**config.mk**
```make
export PLATFORM = sky130hd
export DESIGN_NAME = sync_slave_tx
export DESIGN_NICKNAME = d
export VERILOG_FILES = /design/src/rtl/sync_slave_tx.sv
export SDC_FILE = /design/constraint.sdc
export NUM_CORES = 1
export LEC_CHECK = 0
export CAP_MARGIN = 20
export CORE_MARGIN = 5
export CORE_UTILIZATION = 49
export DETAILED_ROUTE_END_ITERATION = 12
export GPL_TIMING_DRIVEN = 0
export PLACE_DENSITY = 0.87
export SLEW_MARGIN = 15
export SYNTH_ARGS = -nofsm -noshare
export SYNTH_HDL_FRONTEND = slang
export SYNTH_SLANG_ARGS = --single-unit
export TNS_END_PERCENT = 50
```
**constraint.sdc**
```tcl
create_clock -name clk -period 2.8 [get_ports clk]
set_clock_uncertainty 0.1 [all_clocks]
set_input_delay 0.42 -clock clk [delete_from_list [all_inputs] [get_ports clk]]
set_output_delay 0.42 -clock clk [all_outputs]
set_load 0.02 [all_outputs]
```
**src/rtl/sync_slave_tx.sv**
```systemverilog
module sync_slave_tx #(
  parameter int DW = 8
) (
  input  logic          clk,
  input  logic          rst_n,
  input  logic          sclk_in,
  output logic          sdata_out,
  input  logic          wr_hold,
  input  logic [DW-1:0] wr_data,
  input  logic          port_en,
  input  logic          sync_mode,
  input  logic          master_sel,
  input  logic          rx_cont_en,
  input  logic          rx_single_en,
  input  logic          tx_en,
  input  logic          nine_mode,
  input  logic          ninth_bit,
  input  logic          clk_pol,
  input  logic          irq_en,
  output logic          hold_empty,
  output logic          shift_empty,
  output logic          irq_req
);
  localparam int CW = $clog2(DW + 2);

  logic [2:0]    sync_q;
  logic [DW-1:0] hold_q;
  logic          hold_full;
  logic [DW:0]   sh_q;
  logic [CW-1:0] cnt_q;
  logic          sh_empty_q;
  logic          sdata_q;

  wire active     = port_en & sync_mode & ~master_sel & ~rx_cont_en & ~rx_single_en & tx_en;
  wire rise_w     = sync_q[1] & ~sync_q[2];
  wire fall_w     = ~sync_q[1] & sync_q[2];
  wire shift_edge = clk_pol ? fall_w : rise_w;
  wire load       = active & hold_full & sh_empty_q;

  always_ff @(posedge clk or negedge rst_n)
    if (!rst_n) sync_q <= '0;
    else        sync_q <= {sync_q[1:0], sclk_in};

  always_ff @(posedge clk or negedge rst_n)
    if (!rst_n) begin
      hold_q    <= '0;
      hold_full <= 1'b0;
    end else if (!active) begin
      hold_full <= 1'b0;
    end else if (wr_hold) begin
      hold_q    <= wr_data;
      hold_full <= 1'b1;
    end else if (load) begin
      hold_full <= 1'b0;
    end

  always_ff @(posedge clk or negedge rst_n)
    if (!rst_n) begin
      sh_q       <= '0;
      cnt_q      <= '0;
      sh_empty_q <= 1'b1;
      sdata_q    <= 1'b1;
    end else if (!active) begin
      cnt_q      <= '0;
      sh_empty_q <= 1'b1;
    end else if (load) begin
      sh_q       <= {ninth_bit & nine_mode, hold_q};
      cnt_q      <= nine_mode ? CW'(DW + 1) : CW'(DW);
      sh_empty_q <= 1'b0;
    end else if (!sh_empty_q && shift_edge) begin
      sdata_q <= sh_q[0];
      sh_q    <= {1'b0, sh_q[DW:1]};
      cnt_q   <= cnt_q - CW'(1);
      if (cnt_q == CW'(1)) sh_empty_q <= 1'b1;
    end

  assign sdata_out   = sdata_q;
  assign hold_empty  = ~hold_full;
  assign shift_empty = sh_empty_q;
  assign irq_req     = hold_empty & irq_en;
endmodule

```
==> impl_table.tex, run 1 <==
\begin{tabular}{lr}
\hline
Metric & Value \\
\hline
\multicolumn{2}{l}{\textbf{Power and ir drop}} \\
Tot Pwr & 0.648 mW \\
Gate power share & 10.0\% \\
Power per cell area & 416 mW/mm² \\
Static Leakage & 0.722 nW \\
Relative contribution of the clock network to total power & 25.7\% \\
Power share of the sequential group & 64.4\% \\
Cell-internal power & 0.504 mW \\
Maximum ir drop on the vdd rail & 0.346 mV \\
Switching share of total power & 22.1\% \\
Sw Pwr & 0.143 mW \\
\multicolumn{2}{l}{\textbf{Layout}} \\
Final net count & 156 \\
Antenna diodes & 0 \\
P\&R area growth vs syn & 27.0\% \\
Final instance area & 0.00156 mm² \\
Layout cell share with drive strength beyond 1 & 16.0\% \\
Commonest cells after routing, fill and taps aside & sky130\_fd\_sc\_hd\_\_dfrtp\_1 (25), sky130\_fd\_sc\_hd\_\_clkdlybuf4s50\_1 (25), sky130\_fd\_sc\_hd\_\_mux2\_2 (9), sky130\_fd\_sc\_hd\_\_a22o\_1 (7), sky130\_fd\_sc\_hd\_\_a21o\_1 (7) \\
Count of fill cells added during filler insertion & 198 \\
\multicolumn{2}{l}{\textbf{Hold path}} \\
Worst min path class & reg2reg \\
Hold Path Origin & sync\_q[0] \\
Destination of the worst hold path & sync\_q[1] \\
Hold path depth & 0 \\
\multicolumn{2}{l}{\textbf{Placed design}} \\
RePlAce Congestion & 0.835 \\
HPWL Detailed & 1900 µm \\
Count of input and output buffers & 25 \\
DP Area & 0.00153 mm² \\
\multicolumn{2}{l}{\textbf{Timing}} \\
Setup repair after global routing missed its margin & false \\
Final max-slew violation count & 0 \\
Setup-violating endpoint count in the final report & 0 \\
Final worst-path cycle share & 93.3\% \\
Crit path time final & 2.61 ns \\
Max-slew headroom at the worst pin & 54.2\% \\
Least-Margin Pin Slew & 0.684 ns \\
Hold\_ws & 0.271 ns \\
FMAX & 383 MHz \\
Setup TNS & 0 ns \\
Hold Fails Final Rpt & 0 \\
\multicolumn{2}{l}{\textbf{Critical path}} \\
Reg2reg start & sync\_q[2] \\
Sort of element at the start of the critical path & input port \\
Req. time, crit path & 2.92 ns \\
Critical path class & in2reg \\
CP max FO & 10 \\
Setup slack on the worst flop-to-flop path & 0.32 ns \\
Arrival @ worst endpoint & 2.73 ns \\
Critical Path Sink Type & flop \\
Reg2Reg Depth & 4 \\
End of the worst register-to-register path & sh\_q[7] \\
\multicolumn{2}{l}{\textbf{Logic synthesis}} \\
Avg Inst Size Synth & 12.1 µm² \\
Yosys cell types & 31 \\
Syn nets & 125 \\
Count of warnings emitted by yosys & 0 \\
Cell area after synthesis & 0.00122 mm² \\
Number of storage elements in the synthesis netlist & 27 \\
Number of standard cells after synthesis & 101 \\
Register area share after synthesis & 55.4\% \\
\multicolumn{2}{l}{\textbf{Outcome}} \\
Status & finished clean \\
\multicolumn{2}{l}{\textbf{Clock tree}} \\
CTS H-tree depth & 1 \\
Number of gates resized after cts & 0 \\
CTS Buffer Depth & 2 \\
Setup bufs post-CTS & 0 \\
Inserted Clock Buffers & 3 \\
Clk\_lat worst skew & 0.32 ns \\
CTS tree & done \\
CTS Root Buffer Type & sky130\_fd\_sc\_hd\_\_clkbuf\_4 \\
Number of hold buffers added after cts & 0 \\
CTS clock-pin slew for the worst setup and hold paths & 0.14 ns \\
Count of clock tree sinks & 27 \\
\multicolumn{2}{l}{\textbf{Floorplan}} \\
Placement Rows & 18 \\
Width of the die & 60 µm \\
Die extent in y & 60 µm \\
Floorplan Core Area & 0.00243 mm² \\
Starting utilization of the core area & 50.4\% \\
Die outline area & 0.00360 mm² \\
Number of I/O pins & 26 \\
\multicolumn{2}{l}{\textbf{Global route}} \\
Global route overflow & 0 \\
Largest net degree at the start of global routing & 16 \\
Vias in the first global route & 968 \\
Wire length of the first global-routing pass & 4250 µm \\
Global-route total usage across every layer & 15.6\% \\
Initial antenna violation count & 0 \\
\multicolumn{2}{l}{\textbf{Flow run}} \\
Max-capacitance violation count & 0 \\
\multicolumn{2}{l}{\textbf{Detailed routing}} \\
Initial drt markers & 20 \\
Wire length the detailed router placed on met1 & 1040 µm \\
Top sig layer & met4 \\
Number of remaining DRC errors & 0 \\
Number of nets with antenna violations after routing & 0 \\
Routed wire length & 2410 µm \\
Met2 WL post-DR & 1280 µm \\
Final routed wire length divided by cell count & 15.0 µm \\
Number of vias after detailed routing & 914 \\
Count of TritonRoute iterations in the first routing pass & 4 \\
Average vias per placed instance & 5.68 \\
Met3 WL & 66 µm \\
\hline
\end{tabular}
[critical path: stages]
cell and delay, ns:
sky130_fd_sc_hd__clkdlybuf4s50_1 0.39, sky130_fd_sc_hd__or4b_1 0.51, sky130_fd_sc_hd__buf_2 0.17, sky130_fd_sc_hd__a2111oi_4 0.58, sky130_fd_sc_hd__mux2_1 0.38, sky130_fd_sc_hd__mux2_1 0.28
[state kept, by name, summed over array words and instances, names as in the netlist]
name	flops
cnt_q	4
sync_q	3
sh_q	9
shift_empty	1
hold_q	8
hold_full	1
sdata_out	1
[power by group through the flow]
| stage | clock (mW) | sequential (mW) | combinational (mW) |
|---|---|---|---|
| floorplan | 0 | 0.421 | 0.0216 |
| detailed placement | 0 | 0.425 | 0.0658 |
| CTS | 0.170 | 0.417 | 0.0658 |
| global placement | 0 | 0.424 | 0.0614 |
| finish | 0.166 | 0.417 | 0.0647 |
| global route | 0.185 | 0.420 | 0.0711 |
[metrics by stage]
stage	std cells	util, %	setup slack, ns
final	161	63.9	0.188
after global routing	161	63.9	0.0864
after CTS	161	63.9	0.167
after detailed placement	157	62.8	-0.193
after global placement	156	62.2	-0.121
after floorplan	101	-	0.398
[cell usage after synthesis]
master	count	area [µm²]
sky130_fd_sc_hd__a2111oi_4	1	27.5
sky130_fd_sc_hd__xnor2_1	1	8.76
sky130_fd_sc_hd__nor4bb_1	1	10.0
sky130_fd_sc_hd__o211ai_1	2	15.0
sky130_fd_sc_hd__mux2_2	9	101
sky130_fd_sc_hd__nor4_1	1	6.26
sky130_fd_sc_hd__nor4b_1	1	8.76
sky130_fd_sc_hd__nor2_1	5	18.8
sky130_fd_sc_hd__dfstp_2	2	52.6
sky130_fd_sc_hd__mux2_1	2	22.5
sky130_fd_sc_hd__buf_2	1	5.00
sky130_fd_sc_hd__a21o_1	7	52.6
sky130_fd_sc_hd__or2_2	2	12.5
sky130_fd_sc_hd__nand2_1	4	15.0
sky130_fd_sc_hd__nand4_1	2	12.5
sky130_fd_sc_hd__o21ai_0	5	25.0
sky130_fd_sc_hd__nand3b_1	1	7.51
sky130_fd_sc_hd__clkbuf_1	1	3.75
sky130_fd_sc_hd__dfrtp_1	25	626
sky130_fd_sc_hd__nor2b_1	1	6.26
sky130_fd_sc_hd__o31ai_1	1	7.51
sky130_fd_sc_hd__ha_1	2	25.0
sky130_fd_sc_hd__a21oi_1	2	10.0
sky130_fd_sc_hd__a22o_1	7	61.3
sky130_fd_sc_hd__or3b_2	1	8.76
sky130_fd_sc_hd__inv_1	4	15.0
sky130_fd_sc_hd__a31oi_1	1	6.26
sky130_fd_sc_hd__a211oi_1	1	7.51
sky130_fd_sc_hd__nand3_1	6	30.0
sky130_fd_sc_hd__or4b_1	1	10.0
sky130_fd_sc_hd__and3_1	1	6.26
[area by class of cell]
class | instances | area (µm²) | share of cell area (%)
plain buffers | 2 | 8.76 | 0.563
repair buffers | 26 | 265 | 17.1
flip-flops and latches | 27 | 678 | 43.6
clock buffers | 3 | 22.5 | 1.45
inverters | 4 | 15.0 | 0.965
multi-input cells | 68 | 523 | 33.6
clock inverters | 1 | 5.00 | 0.322
well taps | 30 | 37.5 | 2.41
[cell families after synthesis]
group                    synth area share (%)
AO/OA/AOI/OAI                            17.4
AND/OR/NAND/NOR                          12.5
flip-flops                               55.4
multiplexers                             10.1
buffers and inverters                    1.94
adder cells (fa/ha/maj)                  2.04
XOR/XNOR                                0.715
[worst max path at each step]
stage | from | end | slack (ns)
global route | master_sel | sh_q[7] | 0.09
floorplan | master_sel | sh_q[7] | 0.40
finish | master_sel | sh_q[7] | 0.19
global placement | master_sel | sh_q[7] | -0.12
CTS | master_sel | sh_q[7] | 0.17
detailed placement | master_sel | sh_q[7] | -0.19
[routing by layer]
metal / vias up / GRT usage [%]
met5: - / 0
met4: 0 / 7.28
met3: 2 / 0.864
met2: 15 / 27.6
met1: 461 / 19.3
li1: 436 / -
Power figures use the tool's default switching activity.
==> run 2, diff against run 1 <==
--- a/config.mk
+++ b/config.mk
@@ -6,6 +6,7 @@
 export NUM_CORES = 1
 export LEC_CHECK = 0
 export CAP_MARGIN = 20
+export CORE_ASPECT_RATIO = 1.25
 export CORE_MARGIN = 5
 export CORE_UTILIZATION = 49
 export DETAILED_ROUTE_END_ITERATION = 12
==> constraint.sdc (replaced) <==
create_clock -name clk -period 2.8 [get_ports clk]
set_clock_uncertainty 0.1 [all_clocks]
set_input_delay 0.42 -clock clk [delete_from_list [all_inputs] [get_ports clk]]
set_output_delay 0.42 -clock clk [all_outputs]
set_load 0.005 [all_outputs]
==> run 2 against run 1 <==
Clock power rose by 3%. Combinational power is 0.9% lower. Critical path depth stayed put. Sequential power about the same. Critical path type unchanged. Largest power group unchanged. Highest routed layer unchanged.
==> impl_table.tex, run 2 (same netlist as run 1, synthesis figures left out) <==
\begin{tabular}{lr}
\hline
Metric & Value \\
\hline
\multicolumn{2}{l}{\textbf{Placed design}} \\
DP Worst Slack & -0.220 ns \\
Count of input and output buffers & 25 \\
HPWL Detailed & 1920 µm \\
Number of placed instances with taps included & 160 \\
RePlAce Congestion & 0.880 \\
\multicolumn{2}{l}{\textbf{Floorplan}} \\
Die extent in y & 65.9 µm \\
Die outline area & 0.00361 mm² \\
Placement Rows & 20 \\
Width of the die & 54.7 µm \\
Starting utilization of the core area & 50.5\% \\
Floorplan Core Area & 0.00243 mm² \\
Number of I/O pins & 26 \\
\multicolumn{2}{l}{\textbf{Clock tree}} \\
Clk\_lat worst skew & 0.32 ns \\
CTS Buffer Depth & 2 \\
Setup bufs post-CTS & 0 \\
CTS H-tree depth & 1 \\
CTS tree & done \\
Number of hold buffers added after cts & 0 \\
CTS clock-pin slew for the worst setup and hold paths & 0.14 ns \\
Inserted Clock Buffers & 3 \\
Count of clock tree sinks & 27 \\
Number of gates resized after cts & 0 \\
CTS Root Buffer Type & sky130\_fd\_sc\_hd\_\_clkbuf\_4 \\
\multicolumn{2}{l}{\textbf{Critical path}} \\
Arrival @ worst endpoint & 2.78 ns \\
Delay contributed by the slowest stage of the critical path & 0.61 ns \\
Dominant cell type by count on the critical path & sky130\_fd\_sc\_hd\_\_mux2\_1 \\
CP Cell Sequence & clkdlybuf4s50\_1 -> or4b\_1 -> buf\_2 -> a2111oi\_4 -> mux2\_1 -> mux2\_1 \\
CP max FO & 10 \\
Req. time, crit path & 2.92 ns \\
Critical path class & in2reg \\
Critical Path Sink Type & flop \\
Sort of element at the start of the critical path & input port \\
Slowest library cell on the worst path & sky130\_fd\_sc\_hd\_\_a2111oi\_4 \\
\multicolumn{2}{l}{\textbf{Detailed routing}} \\
Average vias per placed instance & 5.52 \\
Routed wire length & 2460 µm \\
Final routed wire length divided by cell count & 15.0 µm \\
Count of TritonRoute iterations in the first routing pass & 4 \\
Initial drt markers & 25 \\
Number of remaining DRC errors & 0 \\
Number of nets with antenna violations after routing & 0 \\
Number of vias after detailed routing & 905 \\
\multicolumn{2}{l}{\textbf{Global route}} \\
Largest net degree at the start of global routing & 17 \\
Vias in the first global route & 972 \\
Wire length of the first global-routing pass & 4370 µm \\
Global-route total usage across every layer & 16.7\% \\
Global route overflow & 0 \\
Initial antenna violation count & 0 \\
\multicolumn{2}{l}{\textbf{Timing}} \\
Max-slew headroom at the worst pin & 50.7\% \\
PnR worst setup slack & 0.139 ns \\
Final max-slew violation count & 0 \\
FMAX & 376 MHz \\
Final worst-path cycle share & 95.0\% \\
Hold\_ws & 0.273 ns \\
Setup TNS & 0 ns \\
Least-Margin Pin Slew & 0.737 ns \\
Crit path time final & 2.66 ns \\
Setup repair after global routing missed its margin & false \\
Hold Fails Final Rpt & 0 \\
Setup-violating endpoint count in the final report & 0 \\
\multicolumn{2}{l}{\textbf{Hold path}} \\
Worst min path class & reg2reg \\
\multicolumn{2}{l}{\textbf{Power and ir drop}} \\
Static Leakage & 0.718 nW \\
Maximum ir drop on the vdd rail & 0.310 mV \\
Power per cell area & 418 mW/mm² \\
\multicolumn{2}{l}{\textbf{Outcome}} \\
Status & finished clean \\
\multicolumn{2}{l}{\textbf{Layout}} \\
P\&R area growth vs syn & 27.5\% \\
Antenna diodes & 0 \\
Largest regs & sh\_q: 9 flops, hold\_q: 8 flops, cnt\_q: 4 flops \\
Core Util, Final & 64.3\% \\
Final net count & 156 \\
Final standard cell count with taps included and fillers excluded & 164 \\
Layout cell share with drive strength beyond 1 & 16.0\% \\
Number of flip-flops under the largest register name & 9 \\
Top reg by flops & sh\_q \\
Commonest cells after routing, fill and taps aside & sky130\_fd\_sc\_hd\_\_dfrtp\_1 (25), sky130\_fd\_sc\_hd\_\_clkdlybuf4s50\_1 (25), sky130\_fd\_sc\_hd\_\_mux2\_2 (9), sky130\_fd\_sc\_hd\_\_a22o\_1 (7), sky130\_fd\_sc\_hd\_\_a21o\_1 (7) \\
\multicolumn{2}{l}{\textbf{Flow run}} \\
Max-capacitance violation count & 0 \\
\hline
\end{tabular}
==> run 2: critical path, delay by kind of cell <==
kind / cells / cell delay, ns
muxes: 2 / 0.66
AOI/OAI and AO/OA: 1 / 0.61
and+or+nand+nor: 1 / 0.51
buffers and inverters: 2 / 0.57
==> run 2: final timing paths <==
path,slack (ns),endpoint,from,cells past startpoint
worst min register to register,0.27,sync_q[1],sync_q[0],0
worst max-delay path,0.14,sh_q[7],master_sel,6
worst max register to register,0.28,sh_q[7],sync_q[2],4
max in group asynchronous,1.63,sdata_out,rst_n,2
worst min-delay path,0.27,sync_q[1],sync_q[0],0
min in group asynchronous,0.37,cnt_q[1],rst_n,1
==> run 2: power breakdown <==
part / total (mW) / leakage [nW] / internal [mW] / switching [mW]
registers: 0.417 / 0.358 / 0.408 / 0.00921
logic: 0.0641 / 0.346 / 0.0433 / 0.0208
clock network: 0.171 / 0.0139 / 0.0546 / 0.117
==> run 2: area by class of cell <==
cell class / instances / area (µm²)
Buffer: 2 / 8.76
Clock buffer: 3 / 22.5
Clock inverter: 1 / 7.51
Fill cell: 204 / 866
Inverter: 4 / 15.0
Multi-Input combinational cell: 68 / 523
Sequential cell: 27 / 678
Tap cell: 33 / 41.3
Timing Repair Buffer: 26 / 265
==> run 2: routing by layer <==
metal  vias up  global-route usage (%)  share of wire [%]
met2        12                    29.1                 56
met4         0                    6.54               0.77
met3         2                    2.03                2.1
li1        434                       -                  -
met1       457                    19.9                 41
met5         -                       0                  0
==> run 2: through the flow <==
stage | instance area, µm² | power, mW
6_report | 1560 | 0.652
3_5_place_dp | 1530 | 0.490
5_1_grt | 1560 | 0.683
3_3_place_gp | 1520 | 0.483
2_1_floorplan | 1220 | 0.442
4_1_cts | 1560 | 0.659
